===== config.mk =====
export PLATFORM = sky130hd
export DESIGN_NAME = avi_packet_gen
export DESIGN_NICKNAME = d
export VERILOG_FILES = /design/src/rtl/avi_packet_gen.sv
export SDC_FILE = /design/constraint.sdc
export NUM_CORES = 1
export LEC_CHECK = 0
export ABC_CLOCK_PERIOD_IN_PS = 7430
export BUFFER_PORTS_ARGS = -buffer_cell sky130_fd_sc_hd__buf_4
export CAP_MARGIN = 20
export CORE_MARGIN = 2
export CORE_UTILIZATION = 30
export CTS_CLUSTER_DIAMETER = 60
export CTS_CLUSTER_SIZE = 30
export DETAILED_ROUTE_END_ITERATION = 10
export PLACE_DENSITY = 0.5
export SLEW_MARGIN = 25
export SYNTH_ARGS = -nofsm -noshare
export SYNTH_HDL_FRONTEND = slang
export SYNTH_SLANG_ARGS = --single-unit
export TNS_END_PERCENT = 20

===== constraint.sdc =====
create_clock -name clk -period 7.43 [get_ports clk]
set_clock_uncertainty 0.2 [all_clocks]
set_input_delay 1.486 -clock clk [delete_from_list [all_inputs] [get_ports clk]]
set_output_delay 1.486 -clock clk [all_outputs]
set_load 0.02 [all_outputs]

===== src/rtl/avi_packet_gen.sv =====
module avi_packet_gen #(
  parameter int PCLK_W       = 20,
  parameter int RES_W        = 12,
  parameter int SD_LIMIT_KHZ = 27000,
  parameter int RATIO_LIMIT  = 156,
  parameter int AVI_LEN      = 17,
  parameter int VSI_LEN      = 19
) (
  input  logic              clk,
  input  logic              rst_n,
  input  logic              start_i,
  input  logic              vendor_sel_i,
  input  logic [PCLK_W-1:0] pclk_khz_i,
  input  logic [RES_W-1:0]  xres_i,
  input  logic [RES_W-1:0]  yres_i,
  input  logic              pkt_ready_i,
  output logic              pkt_valid_o,
  output logic [7:0]        pkt_data_o,
  output logic              pkt_last_o,
  output logic              busy_o
);

  localparam int IDX_W  = $clog2(VSI_LEN + 1);
  localparam int PROD_W = RES_W + 8;

  typedef enum logic [1:0] {S_IDLE, S_SUM, S_SEND} state_t;

  state_t            state_q;
  logic [IDX_W-1:0]  idx_q;
  logic              vendor_q;
  logic [7:0]        field_q;
  logic [7:0]        acc_q;
  logic [7:0]        csum_q;
  logic [7:0]        cur_byte;
  logic [7:0]        new_field;
  logic              narrow;
  logic [PROD_W-1:0] x_scaled;
  logic [PROD_W-1:0] y_scaled;
  logic [IDX_W-1:0]  last_idx;
  logic              fire;
  logic              accept;

  assign x_scaled  = PROD_W'(xres_i) * PROD_W'(100);
  assign y_scaled  = PROD_W'(yres_i) * PROD_W'(RATIO_LIMIT);
  assign narrow    = (yres_i != '0) && (x_scaled < y_scaled);
  assign new_field = ((pclk_khz_i <= PCLK_W'(SD_LIMIT_KHZ)) ? 8'h40 : 8'h80)
                   | (narrow ? 8'h18 : 8'h28);

  assign last_idx    = vendor_q ? IDX_W'(VSI_LEN - 1) : IDX_W'(AVI_LEN - 1);
  assign pkt_valid_o = (state_q == S_SEND);
  assign pkt_last_o  = pkt_valid_o && (idx_q == last_idx);
  assign pkt_data_o  = pkt_valid_o ? cur_byte : 8'h00;
  assign busy_o      = (state_q != S_IDLE);
  assign fire        = pkt_valid_o && pkt_ready_i;
  assign accept      = (state_q == S_IDLE) && start_i;

  always_comb begin
    cur_byte = 8'h00;
    if (vendor_q) begin
      case (idx_q)
        IDX_W'(0): cur_byte = 8'h81;
        IDX_W'(1): cur_byte = 8'h01;
        IDX_W'(2): cur_byte = 8'h06;
        IDX_W'(3): cur_byte = 8'h29;
        IDX_W'(4): cur_byte = 8'h03;
        IDX_W'(5): cur_byte = 8'h0C;
        IDX_W'(7): cur_byte = 8'h40;
        default:   cur_byte = 8'h00;
      endcase
    end else begin
      case (idx_q)
        IDX_W'(0): cur_byte = 8'h82;
        IDX_W'(1): cur_byte = 8'h02;
        IDX_W'(2): cur_byte = 8'h0D;
        IDX_W'(3): cur_byte = csum_q;
        IDX_W'(4): cur_byte = 8'h12;
        IDX_W'(5): cur_byte = field_q;
        IDX_W'(6): cur_byte = 8'h88;
        default:   cur_byte = 8'h00;
      endcase
    end
  end

  always_ff @(posedge clk or negedge rst_n) begin
    if (!rst_n) begin
      state_q  <= S_IDLE;
      idx_q    <= '0;
      vendor_q <= 1'b0;
      field_q  <= 8'h00;
      acc_q    <= 8'h00;
      csum_q   <= 8'h00;
    end else begin
      case (state_q)
        S_IDLE: if (start_i) begin
          vendor_q <= vendor_sel_i;
          field_q  <= new_field;
          acc_q    <= 8'h00;
          csum_q   <= 8'h00;
          idx_q    <= '0;
          state_q  <= vendor_sel_i ? S_SEND : S_SUM;
        end
        S_SUM: begin
          if (idx_q == IDX_W'(AVI_LEN - 1)) begin
            csum_q  <= 8'h00 - (acc_q + cur_byte);
            idx_q   <= '0;
            state_q <= S_SEND;
          end else begin
            acc_q <= acc_q + cur_byte;
            idx_q <= idx_q + 1'b1;
          end
        end
        S_SEND: if (fire) begin
          if (pkt_last_o) begin
            idx_q   <= '0;
            state_q <= S_IDLE;
          end else begin
            idx_q <= idx_q + 1'b1;
          end
        end
        default: state_q <= S_IDLE;
      endcase
    end
  end

  logic [7:0] tx_sum_q;
  always_ff @(posedge clk or negedge rst_n) begin
    if (!rst_n)      tx_sum_q <= 8'h00;
    else if (accept) tx_sum_q <= 8'h00;
    else if (fire)   tx_sum_q <= tx_sum_q + pkt_data_o;
  end

  a_r1_idle_after_reset: assert property (@(posedge clk) disable iff (!rst_n)
    !busy_o |-> !pkt_valid_o);

  a_r5_sum_zero: assert property (@(posedge clk) disable iff (!rst_n)
    (fire && pkt_last_o && !vendor_q) |-> (8'(tx_sum_q + pkt_data_o) == 8'h00));

  a_r6_hold: assert property (@(posedge clk) disable iff (!rst_n)
    (pkt_valid_o && !pkt_ready_i) |=> (pkt_valid_o && $stable(pkt_data_o) && $stable(pkt_last_o)));

  a_r6_last_needs_valid: assert property (@(posedge clk) disable iff (!rst_n)
    pkt_last_o |-> pkt_valid_o);

  a_r8_start_ignored: assert property (@(posedge clk) disable iff (!rst_n)
    (busy_o && start_i && !(fire && pkt_last_o)) |=> (busy_o && $stable(vendor_q) && $stable(field_q)));

  a_r2_first_byte: assert property (@(posedge clk) disable iff (!rst_n)
    (pkt_valid_o && idx_q == '0) |-> (pkt_data_o == (vendor_q ? 8'h81 : 8'h82)));

endmodule


======== Yosys cells after proc, flatten, opt, wreduce, memory -nomap -nowiden ========
Index checks and enable logic that the tools add are counted.
storage, ports and cells
  register bits after elaboration ......... 32
  memories ................................ 0
  memory bits (writable) .................. 0
  memory bits (read-only) ................. 0
  bits in latches ......................... 0
  bits of input ports ..................... 49
operators by class
  bitwise gates (word level) .............. 1
  multiply operators ...................... 2
  multiplexer cells ....................... 23
  shifts and indexed selects .............. 0
  magnitude comparators ................... 2
  div/mod/pow operators ................... 0
  reduce and logical (&&, ||, !) cells .... 14
  equal/unequal tests ..................... 16
  add/subtract/negate cells ............... 3
operator list
  cell                                                                      number
  8-bit case mux with 7 select lines                                        2
  8-bit two-way mux                                                         6
  8-bit case mux with 2 select lines                                        2
  5-bit by 3-bit equality test with 1-bit output (second input constant)    4
  20-bit by 15-bit <= comparator with 1-bit output (second input constant)  1
  19-bit by 20-bit less-than comparator with 1-bit output                   1
  5-bit two-way mux                                                         4
  12-bit by 6-bit multiplier with 18-bit output (second input constant)     1
  12-bit by 5-bit multiplier with 17-bit output (second input constant)     1
  5-bit case mux with 3 select lines                                        1
  2-bit two-way mux                                                         6
  12-bit nonzero test                                                       1
  5-bit by 2-bit equality test with 1-bit output (second input constant)    2
  3-bit AND reduction                                                       3
  8-bit adder                                                               1
  8-bit by 6-bit bitwise OR with 8-bit output                               1
  1-bit by 8-bit subtractor with 8-bit output (first input constant)        1
  6-bit two-way mux                                                         1
  2-bit inequality test (second input constant)                             3
  2-bit case mux with 3 select lines                                        1
  5-bit by 1-bit adder with 5-bit output (second input constant)            1
  5-bit by 1-bit equality test with 1-bit output (second input constant)    1
  5-bit equality test                                                       1
  5-bit equality test (second input constant)                               1
  other kinds (10)                                                          14

======== Depth between registers and ports, before layout ========
  depth after elaboration ................. 7
  gate-level depth with buffers ........... 23
  depth with buffers taken out ............ 23

======== Worst setup path before layout ========
Ideal clock, no wire load.
  path kind ............................... input to register
  start ................................... input port yres_i[6]
  end ..................................... register field_q[5]
  stages on the path ...................... 23
  library setup time ...................... 129 ps
  setup slack ............................. 1614 ps
  path buffers ............................ 0
  arrival time ............................ 5487 ps
  cell sequence ........................... inv_1 fa_1 inv_1 ha_1 inv_1 fa_1 inv_1 ha_1 nor3_1 nor2_1 o211ai_1 o21ai_0 o21ai_0 nand2b_1 xnor2_1 ha_1 a22o_1 nor4_1 o21ai_0 a211oi_1 nor2_1 a211oi_1 nor2_1
between the ends
  word-level cells in the longest chain between the ends .. 5
RTL lines
  element                                                  RTL line  RTL
  from (decl)                                              15        input logic [RES_W-1:0] yres_i,
  12-bit by 6-bit multiplier with 18-bit output            44        assign y_scaled = PROD_W'(yres_i) * PROD_W'(RATIO_LIMIT);
  19-bit by 20-bit less-than comparator with 1-bit output  45        assign narrow = (yres_i != '0) && (x_scaled < y_scaled);
  1-bit logical AND *                                      45
  6-bit two-way mux *                                      47        | (narrow ? 8'h18 : 8'h28);
  8-bit by 6-bit bitwise OR with 8-bit output *            47
  to (signal assigned)                                     96        field_q <= new_field;
  to (decl)                                                31        logic [7:0] field_q;
Every way passes the cells marked *; elsewhere a longest branch is shown, timed or not.
A chain may end at the register's enable or synchronous reset.

======== Worst setup path after layout ========
  start ................................... input port yres_i[7]
  end ..................................... register field_q[5]
Same word-level chain as after synthesis.

==> results.json <==
{
  "yosys_warnings": 0,
  "ios": 60,
  "p_per_area_mw_per_mm2": 268,
  "dp_hpwl_um": 9430,
  "dr_total_vias": 4103,
  "clkSinkCount": 29,
  "vias_per_cell": 4.78,
  "core_sq_mm": 0.0159,
  "cts_tree": "yes",
  "synth_nets": 765,
  "p_leak_nw": 2.96,
  "synth_edf_count": 0,
  "status": "finished, final reports clean",
  "root_buffer": "clkbuf_16",
  "htreeDepth": 2,
  "fp.dieW_um": 132,
  "start_util_pct": 30.8,
  "critPathArrivalTime_ns": 6.05,
  "post-route-min-period_ns": 6.10,
  "grt_pass1_wl_um": 19400,
  "regArea_sq_um": 726,
  "gp_congestion": 0.801,
  "ys_seq_area_share_pct": 14.8,
  "tightestPinTransition_ns": 0.729,
  "synth_top_area_share_pct": 27.4,
  "rows": 46,
  "instances_no_fill": 858,
  "slew_violations": 0,
  "antenna_found_initial": 0,
  "min-delay-path-class": "reg -> reg",
  "wire_per_inst_um": 12.7,
  "holdPathEnd": "field_q[3]",
  "maxCapViolCount": 0,
  "synth_adder_area_share_pct": 38.4,
  "cts_setup_buffers": 0,
  "drtAntennaViolNets": 0,
  "synth_mux_area_share_pct": 0.460,
  "regToRegSetupSlack_ns": 3.13,
  "r2r-end": "csum_q[7]",
  "numCtsBuffers": 5,
  "dp_cells": 851,
  "synth_top_family_by_area": "adder cells",
  "grt_max_degree": 30,
  "cts_buffer_depth": 2,
  "finalSetupViolCount": 0,
  "ys_ff_latch": 29,
  "hp-start": "field_q[3]",
  "grt.overflow.total": 0,
  "track_usage_pct": 13.0,
  "hold_depth": 1,
  "ys_types": 52,
  "period_share_pct": 82.1,
  "synth_area_leaders": "ha_1, dfrtp_1, fa_1, inv_1, o21ai_0",
  "routed_wirelength_um": 10900,
  "synthArstFlopShare_pct": 100,
  "area_delta_synth_final_pct": 17.0,
  "numPortBuffers": 59,
  "fin_nets": 825,
  "synth_top_flop_cell": "dfrtp_1",
  "worstPathRequired_ns": 7.38,
  "synth.avg_cell_area_sq_um": 8.40,
  "rsz0062_at_grt": "false",
  "ir_worst_vdd_v": 0.000108,
  "diodes": 0,
  "finalSetupTns_ns": 0,
  "cts_resized": 0,
  "endpoint_kind": "flop",
  "route.detailed.drc": 0,
  "clk_latency_ns": 0.27,
  "hold_viol_final": 0,
  "r2r-start": "idx_q[0]",
  "fmax_mhz": 164,
  "drive_gt1_share_pct": 11.5,
  "hold_buffers": 0,
  "start_kind": "primary input",
  "nFillCells": 1736,
  "syn_inst": 582,
  "slew_headroom_pct": 50.8,
  "synth_top_cell_by_area": "ha_1",
  "fp.dieH_um": 132,
  "synth_compound_area_share_pct": 17.7,
  "worst_r2r_path_depth": 15,
  "multiInputGateArea_sq_mm": 0.00375,
  "yosys.area_share.xor_xnor_pct": 5.91,
  "first_global_vias": 4231,
  "drtPass1Iterations": 5,
  "crit_fanout": 5,
  "die_area_sq_mm": 0.0173,
  "synth-simple-area-share_pct": 14.2,
  "netlist_area_sq_mm": 0.00489,
  "drt_iter0_markers": 206,
  "clk_pin_slew_worst_paths_ns": 0.05,
  "critPathKind": "in -> reg"
}
-- cells by family after synthesis --
kind of cell	after synthesis
AO/OA/AOI/OAI	133
multiplexers	2
buffers and inverters	110
XOR/XNOR	33
flip-flops	29
AND/OR/NAND/NOR	141
adder cells (fa/ha/maj)	134
-- metal layers --
metal | wire (um) | part of all wire (%) | vias to the layer above | GRT usage (%)
met3 | 298 | 2.7 | 4 | 1.62
met1 | 5200 | 48 | 1921 | 16.9
met5 | 0 | 0 | - | 0
met2 | 5320 | 49 | 50 | 23.7
met4 | 52 | 0.48 | 0 | 1.63
li1 | - | - | 2128 | -
-- flip-flops by register name, indices dropped and copies added (netlist names) --
signal and flops:
idx_q 5, acc_q 8, state_q 2, csum_q 8, vendor_q 1, field_q 5
-- power breakdown --
part           internal [mW]  total, mW  switching (mW)
Combinational          0.471       1.10           0.631
Clock                  0.131      0.199          0.0675
Sequential             0.192      0.230          0.0383
Total                  0.794       1.53           0.736
-- cell usage after synthesis (6+ instances only) --
cell type,n
nand2b_1,11
ha_1,107
o21ai_0,42
a21o_1,7
a21oi_1,25
nand2_1,37
nor3_1,9
nor2_1,33
nand4_1,6
dfrtp_1,29
a211oi_1,9
fa_1,27
a22o_1,7
o21a_1,9
xnor2_1,18
xor2_1,15
nand3_1,13
o31ai_1,7
inv_1,104
-- layout by cell type, fill, tap and decap left out, types with 2 or more instances in the layout --
| cell | Yosys | layout |
|---|---|---|
| ha_1 | 107 | 107 |
| inv_1 | 104 | 104 |
| buf_4 | 0 | 59 |
| o21ai_0 | 42 | 42 |
| nand2_1 | 37 | 37 |
| nor2_1 | 33 | 33 |
| dfrtp_1 | 29 | 29 |
| fa_1 | 27 | 27 |
| a21oi_1 | 25 | 25 |
| xnor2_1 | 18 | 18 |
| xor2_1 | 15 | 15 |
| nand3_1 | 13 | 13 |
| nand2b_1 | 11 | 11 |
| a211oi_1 | 9 | 9 |
| nor3_1 | 9 | 9 |
| o21a_1 | 9 | 9 |
| a22o_1 | 7 | 7 |
| o31ai_1 | 7 | 7 |
| a21o_1 | 7 | 7 |
| nand4_1 | 6 | 6 |
| or3_1 | 5 | 5 |
| clkbuf_16 | 0 | 5 |
| nor2b_1 | 4 | 4 |
| and2_1 | 4 | 4 |
| nor4_1 | 4 | 4 |
| o211ai_1 | 4 | 4 |
| nor3b_1 | 3 | 3 |
| a31oi_1 | 3 | 3 |
| and3_1 | 3 | 3 |
| or2_2 | 3 | 3 |
| o21bai_1 | 3 | 3 |
| mux2_2 | 2 | 2 |
| a22oi_1 | 2 | 2 |
| a211oi_2 | 2 | 2 |
| nand3b_1 | 2 | 2 |
-- critical path, cell delays in order --
cell and delay [ns]:
buf_4 0.10, inv_1 0.11, fa_1 0.57, inv_1 0.04, ha_1 0.27, inv_1 0.06, fa_1 0.52, inv_1 0.04
ha_1 0.24, nor4_1 0.24, o21ai_0 0.16, o211ai_1 0.15, o21ai_0 0.17, o21ai_0 0.18, nand2b_1 0.09, xnor2_1 0.19
ha_1 0.28, a22o_1 0.21, nor4_1 0.15, o21ai_0 0.12, a211oi_1 0.24, nor2_1 0.07, a211oi_1 0.27, nor2_1 0.08
-- metrics by stage --
| stage | hold WS (ns) | power [mW] | util (%) | worst slack, ns | cell area, sq um |
|---|---|---|---|---|---|
| floorplan | 0.236 | 1.07 | - | 1.61 | 4890 |
| global placement | 0.265 | 1.33 | 35.1 | 1.23 | 5580 |
| detailed placement | 0.272 | 1.34 | 35.1 | 1.02 | 5580 |
| CTS | 0.288 | 1.55 | 36.0 | 1.29 | 5720 |
| global route | 0.322 | 1.72 | 36.0 | 0.820 | 5720 |
| finish | 0.281 | 1.53 | 36.0 | 1.33 | 5720 |
-- layout make-up --
cell class | count | area share, %
Timing Repair Buffer | 59 | 7.74
Multi-Input combinational cell | 443 | 65.5
Sequential cell | 29 | 12.7
Clock buffer | 7 | 2.49
Tap cell | 216 | 4.72
Inverter | 104 | 6.82
-- worst max-delay path by stage --
stage	from	cells past startpoint	to
2_1_floorplan	yres_i[6]	23	field_q[5]
3_3_place_gp	yres_i[5]	24	field_q[5]
3_5_place_dp	yres_i[8]	24	field_q[5]
4_1_cts	yres_i[7]	24	field_q[5]
5_1_grt	yres_i[7]	24	field_q[5]
6_report	yres_i[7]	24	field_q[5]
Note: power is estimated with default switching activity, not from simulation.
